<file path="src/rtl/seg_ring_pkg.sv">
package seg_ring_pkg;

  typedef enum logic [0:0] {
    ST_WAIT = 1'b0,
    ST_RUN  = 1'b1
  } ring_state_e;

endpackage

</file>
<file path="src/rtl/seg_ring_cfg.sv">
module seg_ring_cfg
  import seg_ring_pkg::*;
#(
  parameter int ADDR_W = 16
) (
  input  logic              clk,
  input  logic              rst_n,
  input  logic              enable,
  input  logic [ADDR_W-1:0] base_i,
  input  logic [ADDR_W-1:0] limit_i,
  output logic              start_o,
  output logic              running_o,
  output logic [ADDR_W-1:0] base_o,
  output logic [ADDR_W-1:0] limit_o
);

  ring_state_e       state_q;
  logic [ADDR_W-1:0] base_q;
  logic [ADDR_W-1:0] limit_q;

  // start event: first edge that sees enable while still waiting
  assign start_o   = (state_q == ST_WAIT) && enable;
  assign running_o = (state_q == ST_RUN);
  assign base_o    = base_q;
  assign limit_o   = limit_q;

  always_ff @(posedge clk) begin
    if (!rst_n) begin
      state_q <= ST_WAIT;
      base_q  <= '0;
      limit_q <= '0;
    end else if (start_o) begin
      state_q <= ST_RUN;
      base_q  <= base_i;
      limit_q <= limit_i;
    end
  end

endmodule

</file>
<file path="src/rtl/seg_ring_ptr.sv">
module seg_ring_ptr #(
  parameter int ADDR_W    = 16,
  parameter int SEG_BYTES = 64
) (
  input  logic              clk,
  input  logic              rst_n,
  input  logic              load_i,
  input  logic [ADDR_W-1:0] load_val_i,
  input  logic              adv_i,
  input  logic [ADDR_W-1:0] base_i,
  input  logic [ADDR_W-1:0] limit_i,
  output logic [ADDR_W-1:0] ptr_o,
  output logic [ADDR_W-1:0] nxt_o
);

  localparam logic [ADDR_W:0] STEP = (ADDR_W + 1)'(SEG_BYTES);

  // one segment forward, back to base when the exclusive limit is reached
  function automatic logic [ADDR_W-1:0] step_wrap(
    input logic [ADDR_W-1:0] a,
    input logic [ADDR_W-1:0] b,
    input logic [ADDR_W-1:0] l
  );
    logic [ADDR_W:0] sum;
    sum = {1'b0, a} + STEP;
    if (sum >= {1'b0, l}) return b;
    return sum[ADDR_W-1:0];
  endfunction

  logic [ADDR_W-1:0] ptr_q;

  assign ptr_o = ptr_q;
  assign nxt_o = step_wrap(ptr_q, base_i, limit_i);

  always_ff @(posedge clk) begin
    if (!rst_n)      ptr_q <= '0;
    else if (load_i) ptr_q <= load_val_i;
    else if (adv_i)  ptr_q <= nxt_o;
  end

endmodule

</file>
<file path="src/rtl/seg_ring_mgr.sv">
module seg_ring_mgr #(
  parameter int ADDR_W    = 16,
  parameter int SEG_BYTES = 64
) (
  input  logic              clk,
  input  logic              rst_n,
  input  logic              enable,
  input  logic [ADDR_W-1:0] cfg_base,
  input  logic [ADDR_W-1:0] cfg_limit,
  input  logic [ADDR_W-1:0] rd_addr,
  output logic [ADDR_W-1:0] seg_addr,
  output logic              seg_valid,
  input  logic              seg_ready,
  input  logic              seg_written,
  output logic [ADDR_W-1:0] wr_addr
);

  localparam int NPTR    = 2;
  localparam int P_ISSUE = 0;
  localparam int P_WRIT  = 1;

  logic              start_w;
  logic              running_w;
  logic [ADDR_W-1:0] base_q_w;
  logic [ADDR_W-1:0] limit_q_w;
  logic              accept_w;
  logic              full_w;
  logic [NPTR-1:0]   adv_w;
  logic [ADDR_W-1:0] ptr_w [NPTR];
  logic [ADDR_W-1:0] nxt_w [NPTR];

  seg_ring_cfg #(.ADDR_W(ADDR_W)) i_cfg (
    .clk       (clk),
    .rst_n     (rst_n),
    .enable    (enable),
    .base_i    (cfg_base),
    .limit_i   (cfg_limit),
    .start_o   (start_w),
    .running_o (running_w),
    .base_o    (base_q_w),
    .limit_o   (limit_q_w)
  );

  assign adv_w[P_ISSUE] = accept_w;
  assign adv_w[P_WRIT]  = running_w && seg_written;

  for (genvar g = 0; g < NPTR; g++) begin : g_ptr
    seg_ring_ptr #(.ADDR_W(ADDR_W), .SEG_BYTES(SEG_BYTES)) i_ptr (
      .clk        (clk),
      .rst_n      (rst_n),
      .load_i     (start_w),
      .load_val_i (cfg_base),
      .adv_i      (adv_w[g]),
      .base_i     (base_q_w),
      .limit_i    (limit_q_w),
      .ptr_o      (ptr_w[g]),
      .nxt_o      (nxt_w[g])
    );
  end

  // one slot always stays unused: stop when the next issue would meet rd_addr
  assign full_w    = (nxt_w[P_ISSUE] == rd_addr);
  assign seg_valid = running_w && !full_w;
  assign accept_w  = seg_valid && seg_ready;
  assign seg_addr  = ptr_w[P_ISSUE];
  assign wr_addr   = ptr_w[P_WRIT];

endmodule

</file>
<file path="config.mk">
export PLATFORM = sky130hd
export DESIGN_NAME = seg_ring_mgr
export DESIGN_NICKNAME = d
export VERILOG_FILES = /design/src/rtl/seg_ring_pkg.sv /design/src/rtl/seg_ring_cfg.sv /design/src/rtl/seg_ring_ptr.sv /design/src/rtl/seg_ring_mgr.sv
export SDC_FILE = /design/constraint.sdc
export NUM_CORES = 1
export LEC_CHECK = 0
export CAP_MARGIN = 20
export CORE_AREA = 2 2 102 104
export CTS_CLUSTER_SIZE = 20
export DETAILED_ROUTE_END_ITERATION = 6
export DIE_AREA = 0 0 104 106
export PLACE_DENSITY = 0.76
export SLEW_MARGIN = 20
export SYNTH_ARGS = -nofsm -noshare
export SYNTH_HDL_FRONTEND = slang
export SYNTH_HIERARCHICAL = 1
export SYNTH_SLANG_ARGS = --single-unit
</file>
<file path="constraint.sdc">
create_clock -name clk -period 4.5 [get_ports clk]
set_input_delay 0.9 -clock clk [delete_from_list [all_inputs] [get_ports clk]]
set_output_delay 0.9 -clock clk [all_outputs]
set_load 0.02 [all_outputs]
</file>
# Word level (Yosys, flattened, before mapping)
# Index checks and enable logic that the tools add are counted.
[classes]
add_sub_neg = 2
mul = 0
div = 0
magnitude_cmp = 2
eq_ne = 1
shift = 0
mux = 10
bitwise = 1
reduce_logical = 7
[ops]
columns = ["op", "count"]
rows = [
  ["16-bit two-way mux", 8],
  ["16-bit by 7-bit adder with 17-bit output, second input constant", 2],
  ["17-bit by 16-bit greater-or-equal comparator with 1-bit output", 2],
  ["16-bit equality test", 1],
  ["1-bit logical AND", 4],
  ["2-bit nonzero test", 2],
  ["1-bit two-way mux", 2],
  ["1-bit logical NOT", 1],
  ["1-bit NOT", 1],
]
[word_totals]
regBits = 65
latch_bits = 0
ram_bits = 0
rom_bits = 0
input_bits = 53
out_inout_bits = 33
word_cells = 28
memories = 0

# Depth between registers and ports, before layout
# Gate-level depths: netlist of the first run.
[logic_depth]
ltp_word = 10
depth_mapped = 22
depth_no_buf = 19

# Modules after synthesis
# The synthesis of the first run kept the hierarchy.
[by_module_without_submodules]
columns = ["mod", "instances", "cells_per_inst", "area_each_um2", "seq_area_each_um2"]
rows = [
  ["seg_ring_ptr", 2, 191, 1566.5, 320.3],
  ["seg_ring_cfg", 1, 142, 1350.0, 660.6],
  ["seg_ring_mgr", 1, 24, 190.2, 0.0],
]

# Worst setup path after synthesis of the first run
# OpenSTA, ideal clock, no wires.
[synth_path]
kind = "register to output"
from = "register g_ptr[0].i_ptr.ptr_q[6]"
to = "output seg_valid"
arrival_ns = 3.601
required_time_ns = 3.600
setup_slack_ns = -0.001
path_stages_with_launch = 18
path_buffers = 2
path_cell_list = "dfxtp_1 -> ha_1 -> nand3_1 -> nor2_1 -> xor2_1 -> ha_1 -> nand4_1 -> nor4_1 -> o21ai_0 -> o211ai_2 -> nor2_4 -> buf_6 -> buf_2 -> mux2_2 -> xor2_1 -> nor4_1 -> nand4_1 -> and2_1"
[synth_lines]
columns = ["element", "line_no", "rtl"]
rows = [
  ["from (decl)", "seg_ring_ptr.sv:30", "logic [ADDR_W-1:0] ptr_q;"],
  ["from (signal assigned)", "seg_ring_ptr.sv:37", "else if (load_i) ptr_q <= load_val_i;"],
  ["from (signal assigned)", "seg_ring_ptr.sv:38", "else if (adv_i) ptr_q <= nxt_o;"],
  ["to (decl)", "seg_ring_mgr.sv:12", "output logic seg_valid,"],
]

==> results_dict.tcl, run 1 <==
set metrics [dict create \
    outcome "finished with violations" \
    violations "negative setup slack" \
    setup_viol 1 \
    die-area_sq_mm 0.01102 \
    cp.arrival_ns 3.88 \
    grt_pass1_vias 4474 \
    grt_pass1_wl_um 22970 \
    rows 37 \
    wl_met3_um 954 \
    min_from "i_cfg/limit_o[7]" \
    tritoncts "yes" \
    drv_slew 0 \
    syn-num-nets 628 \
    drv_cap 0 \
    p_leak_nw 2.549 \
    antenna_cells 0 \
    r2r-end "g_ptr[0].i_ptr/ptr_o[6]" \
    chipHeight_um 106 \
    drt_iter0_drc 413 \
    relSlewSlack_pct 41.30 \
    cpPeakStageDelay_ns 0.38 \
    synth_area_per_cell_sq_um 8.492 \
    clock_sinks 65 \
    clkTransAtPathRegs_ns 0.08 \
    min_to "i_cfg/limit_o[7]" \
    dr.pass1.iters 5 \
    worstMarginPinSlew_ns 0.8796 \
    cts-root-buf "clkbuf_8" \
    fillers 885 \
    h-tree-depth 3 \
    io_buffer_count 85 \
    vias 4493 \
    ctsHoldBuffers 0 \
    antenna_found_initial 0 \
    fmax_mhz 209.3 \
    clockBufferDepth 2 \
    dr.max_layer_used "met4" \
    worstPathRequired_ns 3.60 \
    clock_latency_ns 0.37 \
    drive_gt1_share_pct 18.03 \
    setup_ws_ns -0.2776 \
    met1Wirelength_um 6104 \
    rsz0062_at_grt "yes" \
    grt_max_degree 68 \
    cp_cell_sequence "ha_4 -> buf_6 -> xor2_2 -> ha_1 -> nand4_1 -> nor2_1 -> nand2_1 -> a311oi_4 -> nor2_4 -> buf_4 -> buf_6 -> mux2_2 -> xor2_1 -> nor4_2 -> nand4_1 -> and2_4 -> buf_6" \
    p_per_area_mw_per_mm2 310.7 \
    worstHoldPathCells 2 \
    peakVddDrop_v 0.0001490 \
    cp-end-kind "output pin" \
    finalHoldViolCount 0 \
    netlist_area_sq_mm 0.004594 \
    met2_length_um 6985 \
    rr_worst_depth 19 \
    fp.dieW_um 104 \
    ys_warn_count 6 \
    min_period_over_period_pct 106.2 \
    synthCells 541 \
    rrSetupSlack_ns 0.17 \
    slowest_stage "dfxtp_4" \
    crit_top_cell "buf_6" \
    fin_nets 731 \
    design_area_sq_mm 0.006112 \
    gp_congestion 0.8769 \
    overflow 0 \
    dpl_cell_area_sq_mm 0.005629 \
    crit_fanout 4 \
    ios 86 \
    avgViaCountPerCell 5.724 \
    startpoint_type "flip-flop" \
    syn_to_final_growth_pct 33.03 \
    initial_core_util_pct 45.95 \
    ant_nets 0 \
    core_area_sq_mm 0.01000 \
    pre_cts_slack_ns -0.3762 \
    power_mw 1.899 \
    drt-wirelength-per-cell_um 18.34 \
    critical_path_class "flip-flop to output pin" \
    cts_made_buffers 9 \
    remaining_drc_errors 0 \
    setup_tns_ns -0.2776 \
    hold_path_class "flip-flop to flip-flop" \
    drt-total-wl_um 14400 \
    skew_ns 0.01188 \
    rr_startpoint "g_ptr[0].i_ptr/ptr_o[6]" \
    hpwl_um 10210 \
    fin_util_pct 61.12 \
    grt.total_usage_pct 25.98 \
    min_period_ns 4.778 \
]
## worst max-delay path: cells and delay by family (launching register included)
family,cells,cell delay [ns]
compound gates,1,0.38
xor+xnor,2,0.31
fa+ha+maj,2,0.47
buf+inv,4,0.49
flops,1,0.38
mux,1,0.30
simple gates,7,1.17
## per-layer routing
layer | vias up | GRT usage (%)
met3 | 34 | 3.679
li1 | 2148 | -
met2 | 217 | 43.75
met5 | - | 0
met4 | 0 | 9.846
met1 | 2094 | 33.82
## flip-flops by register name, indices dropped and copies added, names as in the netlist
signal             count
i_cfg/running_o        1
i_cfg/limit_o         16
g_ptr.i_ptr/ptr_o     32
i_cfg/base_o          16
## how the worst max path moves through the flow
stage / to / start
4_1_cts: seg_valid / g_ptr[0].i_ptr/ptr_o[7]
5_1_grt: seg_valid / g_ptr[0].i_ptr/ptr_o[6]
2_1_floorplan: seg_valid / g_ptr[0].i_ptr/ptr_o[7]
6_report: seg_valid / g_ptr[0].i_ptr/ptr_o[6]
3_5_place_dp: seg_valid / g_ptr[0].i_ptr/ptr_o[7]
3_3_place_gp: seg_valid / g_ptr[0].i_ptr/ptr_o[7]
## layout make-up
class                   instances  area [sq um]  area share, %
multi-input cells             401          3090          50.56
well taps                     136         170.2          2.784
repair buffers                125          1197          19.59
clock buffers                  10         137.6          2.252
inverters                      42         157.7          2.579
clock inverters                 6         43.79         0.7165
flip-flops and latches         65          1315          21.51
## placed cells by master, fill, tap and decap left out, types with 4 or more instances in the layout
| master | n |
|---|---|
| nand2_1 | 91 |
| clkdlybuf4s50_1 | 83 |
| dfxtp_1 | 60 |
| o21ai_0 | 43 |
| inv_1 | 42 |
| buf_4 | 35 |
| ha_1 | 32 |
| mux2i_1 | 32 |
| nand3_1 | 22 |
| a41o_1 | 18 |
| xor2_1 | 17 |
| o211ai_1 | 14 |
| a31oi_1 | 14 |
| nand4_1 | 13 |
| mux2_2 | 13 |
| mux2_4 | 12 |
| nor2_1 | 11 |
| clkbuf_8 | 10 |
| xnor2_1 | 10 |
| nor4_2 | 5 |
| buf_6 | 5 |
| clkinvlp_4 | 4 |
| nor2_4 | 4 |
| a21o_1 | 4 |
## metrics by stage
stage                     std cells  hold slack, ns
after detailed placement        757          0.4665
after global routing            785          0.5111
after CTS                       780          0.4764
after global placement          757          0.4667
final                           785          0.4798
after floorplan                 541          0.4428
## what timing repair did
action,in CTS,in global routing
setup buffers,6,5
pin swaps,22,19
gates resized for setup,29,19
endpoints found under the setup margin,2,9
gates cloned,1,0
## power breakdown
part	internal (mW)	total (mW)	switching [mW]	leakage, nW
Combinational	0.371	0.755	0.384	1.93
Sequential	0.617	0.669	0.0514	0.538
Clock	0.214	0.476	0.262	0.0805
(Power assumes the default switching activity.)
==> run 2, diff against run 1 <==
SLEW_MARGIN = 10   (was 20)
==> results of run 2 <==
No change in the layout: final DEF, timing and power equal those of run 1.
